File: src/rtl/qid_lane_pkg.sv
package qid_lane_pkg;

  typedef enum logic {
    KIND_ID  = 1'b0,
    KIND_QRY = 1'b1
  } kind_e;

  typedef struct packed {
    kind_e      kind;
    logic       legacy;
    logic [1:0] size_lg;
    logic [1:0] bank_lg;
    logic [1:0] dev_lg;
    logic [1:0] max_lg;
  } req_cfg_t;

  // copy the low device-width bytes of v into every slot of a 32-bit word
  function automatic logic [31:0] rep_lanes(input logic [31:0] v, input logic [1:0] dlg);
    case (dlg)
      2'd0:    rep_lanes = {4{v[7:0]}};
      2'd1:    rep_lanes = {2{v[15:0]}};
      default: rep_lanes = v;
    endcase
  endfunction

  function automatic logic [31:0] width_mask(input logic [1:0] wlg);
    case (wlg)
      2'd0:    width_mask = 32'h0000_00FF;
      2'd1:    width_mask = 32'h0000_FFFF;
      default: width_mask = 32'hFFFF_FFFF;
    endcase
  endfunction

  // number of bank-wide chunks minus one
  function automatic logic [1:0] chunks_m1(input logic [1:0] slg, input logic [1:0] blg);
    logic [1:0] d;
    d = slg - blg;
    if (slg > blg) chunks_m1 = (d == 2'd1) ? 2'd1 : 2'd3;
    else           chunks_m1 = 2'd0;
  endfunction

endpackage

File: src/rtl/qid_lane_index.sv
module qid_lane_index
  import qid_lane_pkg::*;
#(
  parameter int ADDR_W = 16
) (
  input  logic [ADDR_W-1:0] off,
  input  logic [1:0]        cnt,
  input  req_cfg_t          cfg,
  output logic [ADDR_W-1:0] idx
);

  logic [ADDR_W-1:0] chunk_off;
  logic [2:0]        sh;
  logic [7:0]        low_off;

  assign chunk_off = off + (ADDR_W'(cnt) << cfg.bank_lg);
  assign sh        = 3'(cfg.bank_lg) + 3'(cfg.max_lg) - 3'(cfg.dev_lg);
  assign low_off   = off[7:0] >> cfg.bank_lg;

  assign idx = cfg.legacy ? ADDR_W'(low_off) : (chunk_off >> sh);

endmodule

File: src/rtl/qid_lane_chunk.sv
module qid_lane_chunk
  import qid_lane_pkg::*;
#(
  parameter int ADDR_W  = 16,
  parameter int TBL_LEN = 82,
  parameter int ID_W    = 16
) (
  input  req_cfg_t          cfg,
  input  logic [ADDR_W-1:0] idx,
  input  logic [7:0]        tbl_byte,
  input  logic [ID_W-1:0]   id0,
  input  logic [ID_W-1:0]   id1,
  input  logic [ID_W-1:0]   id2,
  input  logic [ID_W-1:0]   id3,
  output logic [31:0]       chunk
);

  localparam logic [ADDR_W-1:0] LEN_V = ADDR_W'(TBL_LEN);

  logic        in_rng;
  logic [31:0] one_dev;

  assign in_rng = idx < LEN_V;

  always_comb begin
    one_dev = '0;
    chunk   = '0;
    if (cfg.legacy) begin
      if (cfg.kind == KIND_QRY) begin
        if (in_rng) one_dev = {24'h0, tbl_byte};
      end else if (idx == '0) begin
        one_dev = (32'(id0) << 8) | 32'(id1);
      end else if (idx == ADDR_W'(1)) begin
        one_dev = (32'(id2) << 8) | 32'(id3);
      end
      chunk = one_dev;
    end else begin
      if (cfg.kind == KIND_QRY) begin
        if (!in_rng)                   one_dev = '0;
        else if (cfg.dev_lg != cfg.max_lg)
          one_dev = (cfg.dev_lg == 2'd0) ? {4{tbl_byte}} : 32'h0;
        else                           one_dev = {24'h0, tbl_byte};
      end else begin
        case (idx[7:0])
          8'd0:    one_dev = 32'(id0);
          8'd1:    one_dev = 32'(id1);
          default: one_dev = '0;
        endcase
      end
      chunk = rep_lanes(one_dev, cfg.dev_lg) & width_mask(cfg.bank_lg);
    end
  end

endmodule

File: src/rtl/qid_lane_rep.sv
module qid_lane_rep
  import qid_lane_pkg::*;
#(
  parameter int ADDR_W  = 16,
  parameter int TBL_LEN = 82,
  parameter int ID_W    = 16,
  localparam int TBL_AW = $clog2(TBL_LEN)
) (
  input  logic              clk,
  input  logic              rst,
  input  logic              req_valid,
  input  logic              req_kind,
  input  logic [ADDR_W-1:0] req_offset,
  input  logic [1:0]        req_size_lg,
  input  logic [1:0]        bank_lg,
  input  logic [1:0]        dev_lg,
  input  logic [1:0]        max_lg,
  input  logic              dev_width_set,
  input  logic [ID_W-1:0]   id0,
  input  logic [ID_W-1:0]   id1,
  input  logic [ID_W-1:0]   id2,
  input  logic [ID_W-1:0]   id3,
  output logic [TBL_AW-1:0] tbl_addr,
  input  logic [7:0]        tbl_data,
  output logic              busy,
  output logic              rsp_valid,
  output logic [31:0]       rsp_data
);

  req_cfg_t          cfg_q;
  logic [ADDR_W-1:0] off_q;
  logic              iss_act;
  logic [1:0]        iss_cnt;
  logic              rd_act;
  logic              rd_last;
  logic [1:0]        rd_cnt;
  logic [ADDR_W-1:0] rd_idx;
  logic [31:0]       acc;

  logic [ADDR_W-1:0] iss_idx;
  logic [31:0]       chunk;
  logic [31:0]       placed;
  logic [4:0]        lane_sh;
  logic [1:0]        n_m1;
  logic              accept;

  assign busy   = iss_act | rd_act;
  assign accept = req_valid & ~busy;
  assign n_m1   = cfg_q.legacy ? 2'd0 : chunks_m1(cfg_q.size_lg, cfg_q.bank_lg);

  qid_lane_index #(.ADDR_W(ADDR_W)) u_index (
    .off (off_q),
    .cnt (iss_cnt),
    .cfg (cfg_q),
    .idx (iss_idx)
  );

  assign tbl_addr = iss_idx[TBL_AW-1:0];

  qid_lane_chunk #(.ADDR_W(ADDR_W), .TBL_LEN(TBL_LEN), .ID_W(ID_W)) u_chunk (
    .cfg      (cfg_q),
    .idx      (rd_idx),
    .tbl_byte (tbl_data),
    .id0      (id0),
    .id1      (id1),
    .id2      (id2),
    .id3      (id3),
    .chunk    (chunk)
  );

  assign lane_sh = 5'({rd_cnt, 3'b000}) << cfg_q.bank_lg;
  assign placed  = cfg_q.legacy ? chunk : (chunk << lane_sh);

  always_ff @(posedge clk) begin
    if (rst) begin
      cfg_q     <= '0;
      off_q     <= '0;
      iss_act   <= 1'b0;
      iss_cnt   <= '0;
      rd_act    <= 1'b0;
      rd_last   <= 1'b0;
      rd_cnt    <= '0;
      rd_idx    <= '0;
      acc       <= '0;
      rsp_valid <= 1'b0;
      rsp_data  <= '0;
    end else begin
      rsp_valid <= 1'b0;
      if (accept) begin
        cfg_q.kind    <= kind_e'(req_kind);
        cfg_q.legacy  <= ~dev_width_set;
        cfg_q.size_lg <= req_size_lg;
        cfg_q.bank_lg <= bank_lg;
        cfg_q.dev_lg  <= dev_lg;
        cfg_q.max_lg  <= max_lg;
        off_q         <= req_offset;
        iss_act       <= 1'b1;
        iss_cnt       <= '0;
        acc           <= '0;
      end
      if (iss_act) begin
        rd_act  <= 1'b1;
        rd_idx  <= iss_idx;
        rd_cnt  <= iss_cnt;
        rd_last <= (iss_cnt == n_m1);
        if (iss_cnt == n_m1) iss_act <= 1'b0;
        else                 iss_cnt <= iss_cnt + 2'd1;
      end else begin
        rd_act <= 1'b0;
      end
      if (rd_act) begin
        acc <= acc | placed;
        if (rd_last) begin
          rsp_valid <= 1'b1;
          rsp_data  <= acc | placed;
        end
      end
    end
  end

endmodule

File: config.mk
export PLATFORM = sky130hd
export DESIGN_NAME = qid_lane_rep
export DESIGN_NICKNAME = d
export VERILOG_FILES = /design/src/rtl/qid_lane_pkg.sv /design/src/rtl/qid_lane_index.sv /design/src/rtl/qid_lane_chunk.sv /design/src/rtl/qid_lane_rep.sv
export SDC_FILE = /design/constraint.sdc
export NUM_CORES = 1
export LEC_CHECK = 0
export BUFFER_PORTS_ARGS = -buffer_cell sky130_fd_sc_hd__buf_2
export CELL_PAD_IN_SITES_DETAIL_PLACEMENT = 2
export CELL_PAD_IN_SITES_GLOBAL_PLACEMENT = 2
export CORE_MARGIN = 1.5
export CORE_UTILIZATION = 36
export CTS_BUF_LIST = sky130_fd_sc_hd__clkbuf_4 sky130_fd_sc_hd__clkbuf_8
export DETAILED_ROUTE_END_ITERATION = 10
export PLACE_DENSITY_LB_ADDON = 0.15
export SYNTH_ARGS = -nofsm -noshare
export SYNTH_HDL_FRONTEND = slang
export SYNTH_SLANG_ARGS = --single-unit
File: constraint.sdc
create_clock -name clk -period 8.8 [get_ports clk]
set_input_delay 0 -clock clk [delete_from_list [all_inputs] [get_ports clk]]
set_output_delay 0 -clock clk [all_outputs]
set_load 0.02 [all_outputs]
# Yosys cells after proc, flatten, opt, wreduce, memory -nomap -nowiden
# Index checks and enable logic that the tools add are counted.
[op_classes] n_reduce_logical=7 magnitude_cmp=2 eq_ne=7 bitwise=9 n_mux=29 n_shift=5 addsub=5
[op_table] op="2-to-1 mux 32 bit" n=13
[op_table] op="one-hot mux 32 bit (2 select lines)" n=2
[op_table] op="bitwise OR 24 x 16 -> 24 bit" n=2
[op_table] op="AND 32 bit" n=1
[op_table] op="bitwise OR 32 bit" n=1
[op_table] op="one-hot mux 16 bit (2 select lines)" n=1
[op_table] op="left shift 32 x 5 -> 32 bit" n=1
[op_table] op="adder 16 bit" n=1
[op_table] op="== test 16 x 1 -> 1 bit (second input constant)" n=1
[op_table] op="zero test 16 bit" n=1
[op_table] op="< comparator 16 x 7 -> 1 bit (second input constant)" n=1
[op_table] op="2-to-1 mux 16 bit" n=1
[op_table] op="left shift 2 x 2 -> 16 bit" n=1
[op_table] op="right shift 16 x 3 -> 16 bit" n=1
[op_table] op="2-to-1 mux 2 bit" n=6
[op_table] op="== test 8 x 1 -> 1 bit (second input constant)" n=1
[op_table] op="zero test 8 bit" n=1
[op_table] op="2-to-1 mux 8 bit" n=1
[op_table] op="right shift 8 x 2 -> 8 bit" n=1
[op_table] op="== test 2 x 1 -> 1 bit (second input constant)" n=3
[op_table] op="2-to-1 mux 1 bit" n=5
[op_table] op="left shift 5 x 2 -> 5 bit" n=1
[op_table] op="zero test 2 bit" n=2
[op_table] op="adder 2 x 2 -> 3 bit" n=1
[op_table] op="other kinds (12)" n=14
[word_totals] inputBits=101 register_bits=114 wordCells=80 out_inout_bits=41

# Longest topological paths before layout
[depth] depth_word=13 ltp_mapped=16 ltp_nobuf=12

# Cells and area by module
# Synthesis repeated with hierarchy kept, for this count alone.
[unflattened] hier_cells=1008 area_unflattened_um2=8274.2
[by_module_without_submodules] module="qid_lane_rep" seq_area_each_um2=2282.2 area_each_um2=4879.7 cells_each=547 n_inst=1
[by_module_without_submodules] module="qid_lane_index" seq_area_each_um2=0.0 area_each_um2=1809.2 cells_each=257 n_inst=1
[by_module_without_submodules] module="qid_lane_chunk" seq_area_each_um2=0.0 area_each_um2=1585.3 cells_each=204 n_inst=1

# Least setup slack after synthesis
# Ideal clock, no wire load.
[synth_path] path_kind="reg-to-reg" start="reg cfg_q[4] (netlist bit)" end="reg rd_idx[0]" required_time_ns=8.742 stages_incl_launch_ff=13 setup_ns=0.058 synth_period_minus_slack_ns=3.386 setup_slack_ns=5.414 arrival_time_ns=3.328 path_buffers=2 path_cell_list="dfxtp_1 buf_2 buf_1 mux2i_1 or2_2 fa_1 nand2b_1 a21oi_1 mux2i_1 nand3_1 mux4_2 o21ai_1 o21a_1"
[synth_via] elab_chain_len=4 word_cells_on_any_way=7 cone_classes="add/sub: 3; shift: 3; mux: 1"
[synth_rtl] item="start: declaration" line_no="qid_lane_rep.sv:30" rtl="req_cfg_t cfg_q;"
[synth_rtl] item="left shift 2 x 2 -> 16 bit / adder 2 x 2 -> 3 bit (equally long branches)" line_no="qid_lane_index.sv:16, qid_lane_index.sv:17"
[synth_rtl] item="adder 16 bit / subtractor 3 x 2 -> 3 bit (equally long branches)" line_no="qid_lane_index.sv:16, qid_lane_index.sv:17"
[synth_rtl] item="right shift 16 x 3 -> 16 bit" line_no="qid_lane_index.sv:20" rtl="assign idx = cfg.legacy ? ADDR_W'(low_off) : (chunk_off >> sh);"
[synth_rtl] item="2-to-1 mux 16 bit (*)" line_no="qid_lane_index.sv:20"
[synth_rtl] item="net iss_idx[0]" line_no="qid_lane_rep.sv:40" rtl="logic [ADDR_W-1:0] iss_idx;"
[synth_rtl] item="end signal: assignment" line_no="qid_lane_rep.sv:103" rtl="rd_idx <= iss_idx;"
[synth_rtl] item="end: declaration" line_no="qid_lane_rep.sv:37" rtl="logic [ADDR_W-1:0] rd_idx;"
# The timed path passes the listed nets; every way through them passes the cells marked *.
# A chain may end at the register's enable or synchronous reset.

# Worst setup path in the final report
[layout_path] start="reg cfg_q[5] (netlist bit)" end="out tbl_addr[4]"
[layout_via] elab_chain_len=4 word_cells_on_any_way=7 cone_classes="add/sub: 3; shift: 3; mux: 1"
[layout_rtl] item="left shift 2 x 2 -> 16 bit / adder 2 x 2 -> 3 bit (equally long branches)" line_no="qid_lane_index.sv:16, qid_lane_index.sv:17"
[layout_rtl] item="adder 16 bit / subtractor 3 x 2 -> 3 bit (equally long branches)" line_no="qid_lane_index.sv:16, qid_lane_index.sv:17"
[layout_rtl] item="right shift 16 x 3 -> 16 bit" line_no="qid_lane_index.sv:20"
[layout_rtl] item="2-to-1 mux 16 bit (*)" line_no="qid_lane_index.sv:20"
[layout_rtl] item="end: declaration" line_no="qid_lane_rep.sv:23" rtl="output logic [TBL_AW-1:0] tbl_addr,"
# Every way passes the cells marked *; elsewhere a longest branch is shown, timed or not.

==> run metrics <==
count of cell types in the netlist=between 70 and 80; number of antenna violations at the first check in global routing=0; run status=finished clean; number of buffer cells added on primary ports=141; n_diodes=0; synthesized area per cell=7.520 µm²; clock root buffer=sky130_fd_sc_hd__clkbuf_8; critical path required time=~8.8 ns; placement row count=between 50 and 60; Top Family by Delay on Critical Path=adder cells; largest net degree at the start of global routing=76; final clock period utilization by the worst path=between 50% and 60%; Clock transition at path regs=0.09 ns; async set-or-reset flop fraction in the synthesized netlist=0%; Pwr Density=179.0 mW/mm²; standby leakage power=3.708 nW; cell type contributing the most total cell area after synthesis=sky130_fd_sc_hd__dfxtp_1; area of the mapped netlist=0.007949 mm²; via count of the first global-routing pass=9286; Startpoint Class=flop; global-route wire length before repair=~52000 µm; critical register-to-register path endpoint=rd_idx[4]; cts repair resizes=0; detailed-route vias per instance=roughly 6.0; Final #Nets=1286; number of slew-limit violations in the final report=0; cell count after synthesis=1057; hold violation total from the final report=0; count of antenna-violating nets left after detailed routing=0; Worst setup EP type=primary output; master of the slowest instance on the critical path=sky130_fd_sc_hd__fa_1; min Tclk post-route=5.118 ns; Register-to-Register Path Depth=10; final WL=33670 µm; Worst Hold End=acc[21]; number of nets in the synthesized netlist=1172; predominant post-synthesis flop cell=sky130_fd_sc_hd__dfxtp_1; die boundary width=151.6 µm; relative slew slack=25.67%; Power Total=1.683 mW; setup skew after layout=~0.021 ns; startpoint of the worst register-to-register path=cfg_q[5]; highest ir drop seen on vdd=around 0.073 mV; starting density of the core=roughly 37%; total negative slack for setup checks=0 ns; core area=roughly 0.022 mm²; count of pins on the block boundary=142; cell count of the worst hold path=5; synthesis-to-finish area growth=18.27%; routed length per placed instance=23.00 µm; final design area excluding fillers=approximately 0.0094 mm²; combined buffer and inverter count along the critical path=4; worst hold slack=0.1090 ns; ranking of synthesized cells by area=sky130_fd_sc_hd__dfxtp_1 (29%), sky130_fd_sc_hd__nand2_1 (5.8%), sky130_fd_sc_hd__nor2_1 (5.6%); CP cell instances=clkinv_1 > fa_1 > inv_1 > fa_1 > inv_1 > o2111ai_1 > o31ai_1 > nor3_1 > o2111ai_1 > a31oi_1 > buf_2; ratio of cells with drive above 1 in the final layout=between 10% and 20%; CTS tree=yes; first-pass iteration count of the detailed router=4; Clock Sink Count=114; commonest cells after routing, fill and taps aside=sky130_fd_sc_hd__buf_2 (141), sky130_fd_sc_hd__nand2_1 (123), sky130_fd_sc_hd__nor2_1 (118); final setup violation count=0; slew of the pin with the lowest slew margin=around 1.1 ns; EDFF count, synth=0; crit path max fanout=21; setup slack of the worst register-to-register path=4.21 ns; clock latency of the later-clocked register in the worst-skew pair=0.47 ns; number of buffers inserted during clock tree synthesis=17; H-tree level count=4; total routing usage reported by global routing=30.02%; Synth warnings=0; part of the Yosys area used for sequential elements=28.71%; setup repair after global routing missed its margin=no; post-synth top area share=28.71%; most common cell after layout, fill and taps aside=sky130_fd_sc_hd__buf_2; height of the die=~150 µm; setup slack at placement=4.225 ns; post-route setup slack=roughly 3.7 ns; total half-perimeter wirelength after legalization and detailed placement=roughly 25000 µm; cell area reported after detailed placement=0.008747 mm²; Filler cells=2610; data arrival time of the critical path=5.12 ns; buffer depth of the longest clock path=2; violation count after the first detailed-routing iteration=412; longest individual stage delay on the worst path=0.92 ns; Yosys reg bits=approximately 110; worst hold path startpoint=id2[13]; class of the most critical hold timing path=primary input to flop; routability-driven placement congestion ratio=0.8870; Max-cap violations=0; worst setup path category=flop to primary output; gr ovfl total=0; number of vias after detailed routing=8826; DRC viols=0; die footprint=0.02298 mm²; timing-limited maximum frequency=195.4 MHz
[registers in the layout, summed over array words and instances (netlist names)]
name	count
rd_act	1
iss_cnt	2
rd_last	1
rsp_data	32
off_q	16
rsp_valid	1
cfg_q	10
rd_cnt	2
rd_idx	16
acc	32
iss_act	1
[synthesized netlist by cell type, types with 13 or more instances]
library cell	number
sky130_fd_sc_hd__a211oi_1	28
sky130_fd_sc_hd__nor3_1	34
sky130_fd_sc_hd__o21ai_1	13
sky130_fd_sc_hd__clkbuf_1	60
sky130_fd_sc_hd__mux2i_1	22
sky130_fd_sc_hd__a22oi_1	16
sky130_fd_sc_hd__o21ai_0	49
sky130_fd_sc_hd__a311oi_1	14
sky130_fd_sc_hd__nand3_1	43
sky130_fd_sc_hd__a31oi_1	20
sky130_fd_sc_hd__and3_1	14
sky130_fd_sc_hd__o211ai_1	16
sky130_fd_sc_hd__o21a_1	13
sky130_fd_sc_hd__a21o_1	14
sky130_fd_sc_hd__nand2_1	123
sky130_fd_sc_hd__mux2_2	13
sky130_fd_sc_hd__nor2_1	118
sky130_fd_sc_hd__a21oi_1	72
sky130_fd_sc_hd__dfxtp_1	114
sky130_fd_sc_hd__inv_1	28
[how the worst max path moves through the flow]
stage | start | to | slack (ns) | depth (start not counted)
floorplan | cfg_q[4] | rd_idx[0] | 5.41 | 12
global placement | cfg_q[5] | tbl_addr[4] | 4.36 | 11
detailed placement | cfg_q[5] | tbl_addr[4] | 4.22 | 11
CTS | cfg_q[5] | tbl_addr[4] | 3.71 | 11
global route | cfg_q[5] | tbl_addr[4] | 3.30 | 11
finish | cfg_q[5] | tbl_addr[4] | 3.68 | 11
[through the flow]
stage / std cells / utilization, %
6_report: 1464 / 43.21
5_1_grt: 1464 / 43.21
4_1_cts: 1464 / 43.21
3_5_place_dp: 1406 / 40.21
3_3_place_gp: 1406 / 40.21
2_1_floorplan: 1057 / -
[what timing repair did]
item,4_1_cts,5_1_grt
hold endpoints to repair,26,0
hold buffers,26,0
setup buffers,0,0
[logic make-up (layout without fill, tap and decap cells)]
kind of cell	after synthesis	count (layout)	share of synthesized area, %
fa+ha+maj	14	14	2.581
xor+xnor	10	10	1.102
buf+inv	118	245	6.249
flops	114	114	28.71
mux	37	37	5.179
compound gates	361	361	31.72
simple gates	403	403	24.46
[final cells by class]
type	instances	area [µm²]	area share [%]
Sequential cell	114	2282	24.27
Inverter	30	112.6	1.198
Multi-Input combinational cell	825	5176	55.06
Timing Repair Buffer	183	1086	11.55
Tap cell	280	350.3	3.726
Clock inverter	15	160.2	1.703
Clock buffer	17	234.0	2.489
[routing by layer]
| metal | vias to the layer above | GRT usage, % | share of wire (%) |
|---|---|---|---|
| li1 | 4163 | - | - |
| met1 | 4395 | 32.21 | 39 |
| met2 | 193 | 56.86 | 53 |
| met3 | 75 | 4.431 | 2.6 |
| met4 | 0 | 14.90 | 4.9 |
| met5 | - | 0 | 0 |
[power by group]
group          internal [mW]  leakage, nW  switching (mW)
Clock                  0.237        0.197           0.274
Combinational          0.204         2.59           0.391
Sequential             0.536        0.925          0.0409
Total                  0.977         3.71           0.706
[worst reg2reg max path: cells and delay by family (launching register included)]
family,cells,cell delay [ns]
flip-flops,1,0.77
AND/OR/NAND/NOR,1,0.38
AO/OA/AOI/OAI,4,0.86
adder cells (fa/ha/maj),2,1.51
buffers and inverters,3,0.99
Note: power is estimated with default switching activity, not from simulation.
